### config.mk
export PLATFORM = sky130hd
export DESIGN_NAME = bsb_top
export DESIGN_NICKNAME = d
export VERILOG_FILES = /design/src/rtl/bsb_pkg.sv /design/src/rtl/bsb_ptr.sv /design/src/rtl/bsb_store.sv /design/src/rtl/bsb_top.sv
export SDC_FILE = /design/constraint.sdc
export NUM_CORES = 1
export LEC_CHECK = 0
export BUFFER_PORTS_ARGS = -buffer_cell sky130_fd_sc_hd__buf_4
export CAP_MARGIN = 20
export CORE_ASPECT_RATIO = 1.25
export CORE_MARGIN = 1
export CORE_UTILIZATION = 60
export DETAILED_ROUTE_END_ITERATION = 12
export PLACE_DENSITY = 0.93
export SYNTH_ARGS = -nofsm -noshare
export SYNTH_HDL_FRONTEND = slang
export SYNTH_HIERARCHICAL = 1
export SYNTH_SLANG_ARGS = --single-unit
### constraint.sdc
create_clock -name clk -period 2.67 [get_ports clk]
set_clock_uncertainty 0.1 [all_clocks]
set_input_delay 0.267 -clock clk [delete_from_list [all_inputs] [get_ports clk]]
set_output_delay 0.267 -clock clk [all_outputs]
set_load 0.005 [all_outputs]
### src/rtl/bsb_pkg.sv
package bsb_pkg;

    typedef enum logic [2:0] {
        OP_NOP  = 3'd0,
        OP_SET  = 3'd1,
        OP_CLR  = 3'd2,
        OP_INC  = 3'd3,
        OP_DEC  = 3'd4,
        OP_LOAD = 3'd5,
        OP_TEST = 3'd6,
        OP_RSVD = 3'd7
    } op_e;

    typedef enum logic [1:0] {
        STEP_HOLD = 2'd0,
        STEP_UP   = 2'd1,
        STEP_DOWN = 2'd2,
        STEP_LOAD = 2'd3
    } step_e;

endpackage

### src/rtl/bsb_ptr.sv
module bsb_ptr
    import bsb_pkg::*;
#(
    parameter int PTR_W = 4
) (
    input  logic             clk,
    input  logic             rst_n,
    input  step_e            step_i,
    input  logic [PTR_W-1:0] load_val_i,
    output logic [PTR_W-1:0] ptr_o,
    output logic             wrap_o
);

    localparam logic [PTR_W-1:0] PTR_MAX = {PTR_W{1'b1}};
    localparam logic [PTR_W-1:0] PTR_MIN = '0;

    logic [PTR_W-1:0] ptr_q;
    logic [PTR_W-1:0] ptr_d;

    always_comb begin
        ptr_d  = ptr_q;
        wrap_o = 1'b0;
        unique case (step_i)
            STEP_HOLD: ptr_d = ptr_q;
            STEP_UP: begin
                ptr_d  = ptr_q + 1'b1;
                wrap_o = (ptr_q == PTR_MAX);
            end
            STEP_DOWN: begin
                ptr_d  = ptr_q - 1'b1;
                wrap_o = (ptr_q == PTR_MIN);
            end
            STEP_LOAD: ptr_d = load_val_i;
            default:   ptr_d = ptr_q;
        endcase
    end

    always_ff @(posedge clk or negedge rst_n) begin
        if (!rst_n) ptr_q <= '0;
        else        ptr_q <= ptr_d;
    end

    assign ptr_o = ptr_q;


    inc_step_chk: assert property (@(posedge clk) disable iff (!rst_n)
        (step_i == STEP_UP) |=> (ptr_q == PTR_W'($past(ptr_q) + 1'b1)));


    dec_step_chk: assert property (@(posedge clk) disable iff (!rst_n)
        (step_i == STEP_DOWN) |=> (ptr_q == PTR_W'($past(ptr_q) - 1'b1)));


    load_chk: assert property (@(posedge clk) disable iff (!rst_n)
        (step_i == STEP_LOAD) |=> (ptr_q == $past(load_val_i)));

endmodule

### src/rtl/bsb_store.sv
module bsb_store #(
    parameter int WORD_W    = 4,
    parameter int NUM_WORDS = 4,
    localparam int PTR_W  = $clog2(WORD_W * NUM_WORDS),
    localparam int WSEL_W = $clog2(NUM_WORDS),
    localparam int BSEL_W = $clog2(WORD_W)
) (
    input  logic              clk,
    input  logic              rst_n,
    input  logic              bus_we_i,
    input  logic [WSEL_W-1:0] bus_addr_i,
    input  logic [WORD_W-1:0] bus_wdata_i,
    input  logic              bit_we_i,
    input  logic              bit_val_i,
    input  logic [PTR_W-1:0]  bit_idx_i,
    output logic [WORD_W-1:0] bus_rdata_o,
    output logic              sel_bit_o
);

    logic [WORD_W-1:0] word_q [NUM_WORDS];
    logic [WSEL_W-1:0] wsel;
    logic [BSEL_W-1:0] bsel;
    logic              collide;

    assign wsel    = bit_idx_i[PTR_W-1:BSEL_W];
    assign bsel    = bit_idx_i[BSEL_W-1:0];
    assign collide = bus_we_i && (bus_addr_i == wsel);

    always_ff @(posedge clk or negedge rst_n) begin
        if (!rst_n) begin
            for (int i = 0; i < NUM_WORDS; i++) word_q[i] <= '0;
        end else begin
            for (int i = 0; i < NUM_WORDS; i++) begin
                if (bus_we_i && (bus_addr_i == WSEL_W'(i)))
                    word_q[i] <= bus_wdata_i;
                else if (bit_we_i && (wsel == WSEL_W'(i)))
                    word_q[i][bsel] <= bit_val_i;
            end
        end
    end

    assign bus_rdata_o = word_q[bus_addr_i];
    assign sel_bit_o   = word_q[wsel][bsel];


    bus_wr_chk: assert property (@(posedge clk) disable iff (!rst_n)
        bus_we_i |=> (word_q[$past(bus_addr_i)] == $past(bus_wdata_i)));


    bit_wr_chk: assert property (@(posedge clk) disable iff (!rst_n)
        (bit_we_i && !collide) |=> (word_q[$past(wsel)][$past(bsel)] == $past(bit_val_i)));


    bus_wins_chk: assert property (@(posedge clk) disable iff (!rst_n)
        (bit_we_i && collide) |=> (word_q[$past(wsel)] == $past(bus_wdata_i)));

endmodule

### src/rtl/bsb_top.sv
module bsb_top
    import bsb_pkg::*;
#(
    parameter int WORD_W    = 4,
    parameter int NUM_WORDS = 4,
    localparam int PTR_W  = $clog2(WORD_W * NUM_WORDS),
    localparam int WSEL_W = $clog2(NUM_WORDS)
) (
    input  logic              clk,
    input  logic              rst_n,
    input  logic [2:0]        op_i,
    input  logic [PTR_W-1:0]  ptr_wdata_i,
    input  logic              bus_we_i,
    input  logic [WSEL_W-1:0] bus_addr_i,
    input  logic [WORD_W-1:0] bus_wdata_i,
    output logic [WORD_W-1:0] bus_rdata_o,
    output logic              bit_o,
    output logic [PTR_W-1:0]  ptr_o,
    output logic              skip_o
);

    localparam logic [PTR_W-1:0] PTR_MAX = {PTR_W{1'b1}};

    op_e   op;
    step_e step;
    logic  bit_we;
    logic  bit_val;
    logic  test_req;
    logic  wrap;
    logic  sel_bit;
    logic  skip_q;

    assign op = op_e'(op_i);

    always_comb begin
        step     = STEP_HOLD;
        bit_we   = 1'b0;
        bit_val  = 1'b0;
        test_req = 1'b0;
        unique case (op)
            OP_SET:  begin bit_we = 1'b1; bit_val = 1'b1; end
            OP_CLR:  begin bit_we = 1'b1; bit_val = 1'b0; end
            OP_INC:  step = STEP_UP;
            OP_DEC:  step = STEP_DOWN;
            OP_LOAD: step = STEP_LOAD;
            OP_TEST: test_req = 1'b1;
            default: step = STEP_HOLD;
        endcase
    end

    bsb_ptr #(.PTR_W(PTR_W)) ptr_u (
        .clk        (clk),
        .rst_n      (rst_n),
        .step_i     (step),
        .load_val_i (ptr_wdata_i),
        .ptr_o      (ptr_o),
        .wrap_o     (wrap)
    );

    bsb_store #(.WORD_W(WORD_W), .NUM_WORDS(NUM_WORDS)) store_u (
        .clk         (clk),
        .rst_n       (rst_n),
        .bus_we_i    (bus_we_i),
        .bus_addr_i  (bus_addr_i),
        .bus_wdata_i (bus_wdata_i),
        .bit_we_i    (bit_we),
        .bit_val_i   (bit_val),
        .bit_idx_i   (ptr_o),
        .bus_rdata_o (bus_rdata_o),
        .sel_bit_o   (sel_bit)
    );

    always_ff @(posedge clk or negedge rst_n) begin
        if (!rst_n) skip_q <= 1'b0;
        else        skip_q <= wrap | (test_req & sel_bit);
    end

    assign skip_o = skip_q;
    assign bit_o  = sel_bit;


    inc_wrap_skip_chk: assert property (@(posedge clk) disable iff (!rst_n)
        (op == OP_INC && ptr_o == PTR_MAX) |=> (skip_o && ptr_o == '0));


    dec_wrap_skip_chk: assert property (@(posedge clk) disable iff (!rst_n)
        (op == OP_DEC && ptr_o == '0) |=> (skip_o && ptr_o == PTR_MAX));


    test_skip_chk: assert property (@(posedge clk) disable iff (!rst_n)
        (op == OP_TEST) |=> (skip_o == $past(bit_o) && $stable(ptr_o)));


    nop_hold_chk: assert property (@(posedge clk) disable iff (!rst_n)
        (op == OP_NOP || op == OP_RSVD) |=> (!skip_o && $stable(ptr_o)));

endmodule

==> impl_metrics.toml <==
[run_status]
status = "finished clean"

[logic_synthesis]
synth_top_area_share_pct = 32.9
synth_edf_count = 0
ys.flop_type = "dfrtp_1"
yosysWarnings = 6
synthArstFlopShare_pct = 100
synth.cell_area_um2 = 1600
synth_seq_area_share_pct = 32.9
ys_seq_elements = 21
syn_nets = 196
synth_top_area_cell = "dfrtp_1"
synthCells = 174
synth_area_leaders = "dfrtp_1, mux4_2, a31oi_1, o21ai_0, nand3_1"
synth_cell_types = 39
synth_common_cells = "dfrtp_1, nor2_1, o21ai_0"
avgSynthCellArea_um2 = 9.18

[route]
dr.pass1.iters = 6
via_per_inst = 6.73
vias = 1542
drt-wirelength-per-cell_um = 18.0
remaining_drc_errors = 0
totalWireLength_mm = 4.13
ant_nets = 0
drt_iter0_drc = 89

[cts]
htreeDepth = 1
clock-sinks = 21
cts_buffers = 3
cts.clk_slew.worst_paths_ps = 130
tritoncts = "yes"
root_buffer = "clkbuf_4"
cts_buffer_depth = 2
clk_latency_ps = 320

[floorplan]
start_util_pct = 64.4
die-width_um = 48.1
coreArea_um2 = 2480
dieArea_um2 = 2870
io_pins = 26
fp.dieH_um = 59.7
num_rows = 20

[placed_design]
gp_congestion = 0.922
preCtsSetupSlack_ps = 313
dp.cells = 224
io_buffers = 25
dpl.hpwl_mm = 2.97

[pwr]
peakVddDrop_uv = 541
power.density_nw_per_um2 = 856
p_leak_nw = 0.724

[setup_path]
crit_fanout = 18
critical_path_arrival_ps = 2080
endpoint_kind = "primary output"
critPathBufInv = 1
cpPeakStageDelay_ps = 740
cp_data_required_time_ps = 2300
critPathLaunchType = "register"
crit_family = "flip-flops"
path_cells = "mux4_1 -> a22oi_1 -> nand3_1 -> buf_4"
crit_type = "register to primary output"
critPathSlowestCell = "dfrtp_1"

[finish]
final_util_pct = 73.6
drive_above_1_share_pct = 22.4
layoutNonFillerInstCount = 229
nets = 219
area_growth_pct = 14.3
fill_cells = 193
antenna_cells = 0

[global_routing]
grt_pass1_vias = 1422
antenna_found_initial = 0
grt_use_met3_pct = 5.14
grt_pass1_wl_mm = 6.52
met2_usage_pct = 54.1
top_usage_layer = "met2"
groute.usage.overall_pct = 32.8
grt_max_degree = 22
globalRouteOverflowTotal = 0
use_met1_pct = 38.9

[timing]
rsz0062_at_grt = "false"
fin_setup_tns_ps = 0
max_freq_ghz = 0.409
hold_ws_ps = 132
fin_crit_sh_pct = 91.6
tightest_slew_ps = 614
final_hold_viol_count = 0
slew_headroom_pct = 59.0
final_max_slew_viol_count = 0
fin_crit_ps = 2440
layout_setup_ws_ps = 225
finalSetupViolCount = 0

[run]
maxCapViolCount = 0

[worst_hold_path]
hp-class = "input pin to register"
==> state kept, by name (all words and copies together) (netlist names) <==
| register | flops |
|---|---|
| skip_o | 1 |
| store_u/word_q | 16 |
| ptr_u/ptr_o | 4 |
==> layer usage <==
metal | routed length (um) | vias up
met4 | 141 | 0
met1 | 1520 | 722
li1 | - | 704
met5 | 0 | -
met2 | 2130 | 99
met3 | 342 | 17
==> power breakdown <==
part	leakage (nW)	total [mW]	switching, mW	internal (mW)
Clock	0.0177	0.161	0.105	0.0561
Combinational	0.468	0.781	0.369	0.412
Sequential	0.238	0.620	0.193	0.427
Total	0.724	1.56	0.667	0.895
==> stage by stage <==
stage	total power [mW]	cell area, um2
CTS	1.55	1820
global placement	1.34	1790
detailed placement	1.38	1790
floorplan	1.10	1600
global route	1.67	1820
finish	1.56	1820
==> worst register-to-register path, delay by kind of cell, from the launching register on <==
family / cells / cell delay, ps
AO/OA/AOI/OAI: 2 / 550
multiplexers: 1 / 430
AND/OR/NAND/NOR: 1 / 170
flip-flops: 1 / 740
==> path summary, 6_finish.rpt <==
path | slack, ps | startpoint | endpoint | cells after the start
worst max-delay path | 230 | ptr_u/ptr_o[3] | bit_o | 4
worst min-delay path | 130 | bus_wdata_i[2] | store_u/word_q[2] | 3
worst max register to register | 590 | ptr_u/ptr_o[3] | skip_o | 4
worst min register to register | 490 | store_u/word_q[4] | store_u/word_q[4] | 2
max in group asynchronous | 2000 | rst_n | store_u/word_q[13] | 2
min in group asynchronous | 250 | rst_n | store_u/word_q[14] | 2
==> logic make-up (layout without fill, tap and decap cells) <==
| family | Yosys count | after routing | share of synthesized area [%] |
|---|---|---|---|
| AO/OA/AOI/OAI | 45 | 45 | 17.7 |
| XOR/XNOR | 4 | 4 | 2.19 |
| adder cells (fa/ha/maj) | 6 | 6 | 4.70 |
| buffers and inverters | 14 | 36 | 4.31 |
| flip-flops | 21 | 21 | 32.9 |
| multiplexers | 11 | 11 | 13.7 |
| AND/OR/NAND/NOR | 73 | 73 | 24.5 |
==> cells in the final DEF (no fill, tap or decap), drive strengths merged, types with 3 or more instances in the layout <==
| cell type | count |
|---|---|
| buf | 27 |
| nor2 | 21 |
| dfrtp | 21 |
| o21ai | 19 |
| nand3 | 17 |
| a31oi | 16 |
| mux4 | 8 |
| nand2 | 7 |
| ha | 6 |
| nand2b | 5 |
| inv | 4 |
| nand4 | 4 |
| nand3b | 4 |
| xnor2 | 3 |
| clkbuf | 3 |
==> area by class of cell <==
cell class,count,area (um2),share of cell area (%)
well taps,33,41.3,2.26
repair buffers,28,213,11.7
multi-input cells,139,1000,54.9
inverters,4,15.0,0.823
clock inverters,1,5.00,0.274
flip-flops and latches,21,526,28.8
clock buffers,3,22.5,1.23
==> what timing repair did <==
item,4_1_cts,5_1_grt
buffers inserted,0,0
endpoints found under the hold margin,21,0
resized for setup,0,0
hold buffers,1,0
(Power assumes the default switching activity.)
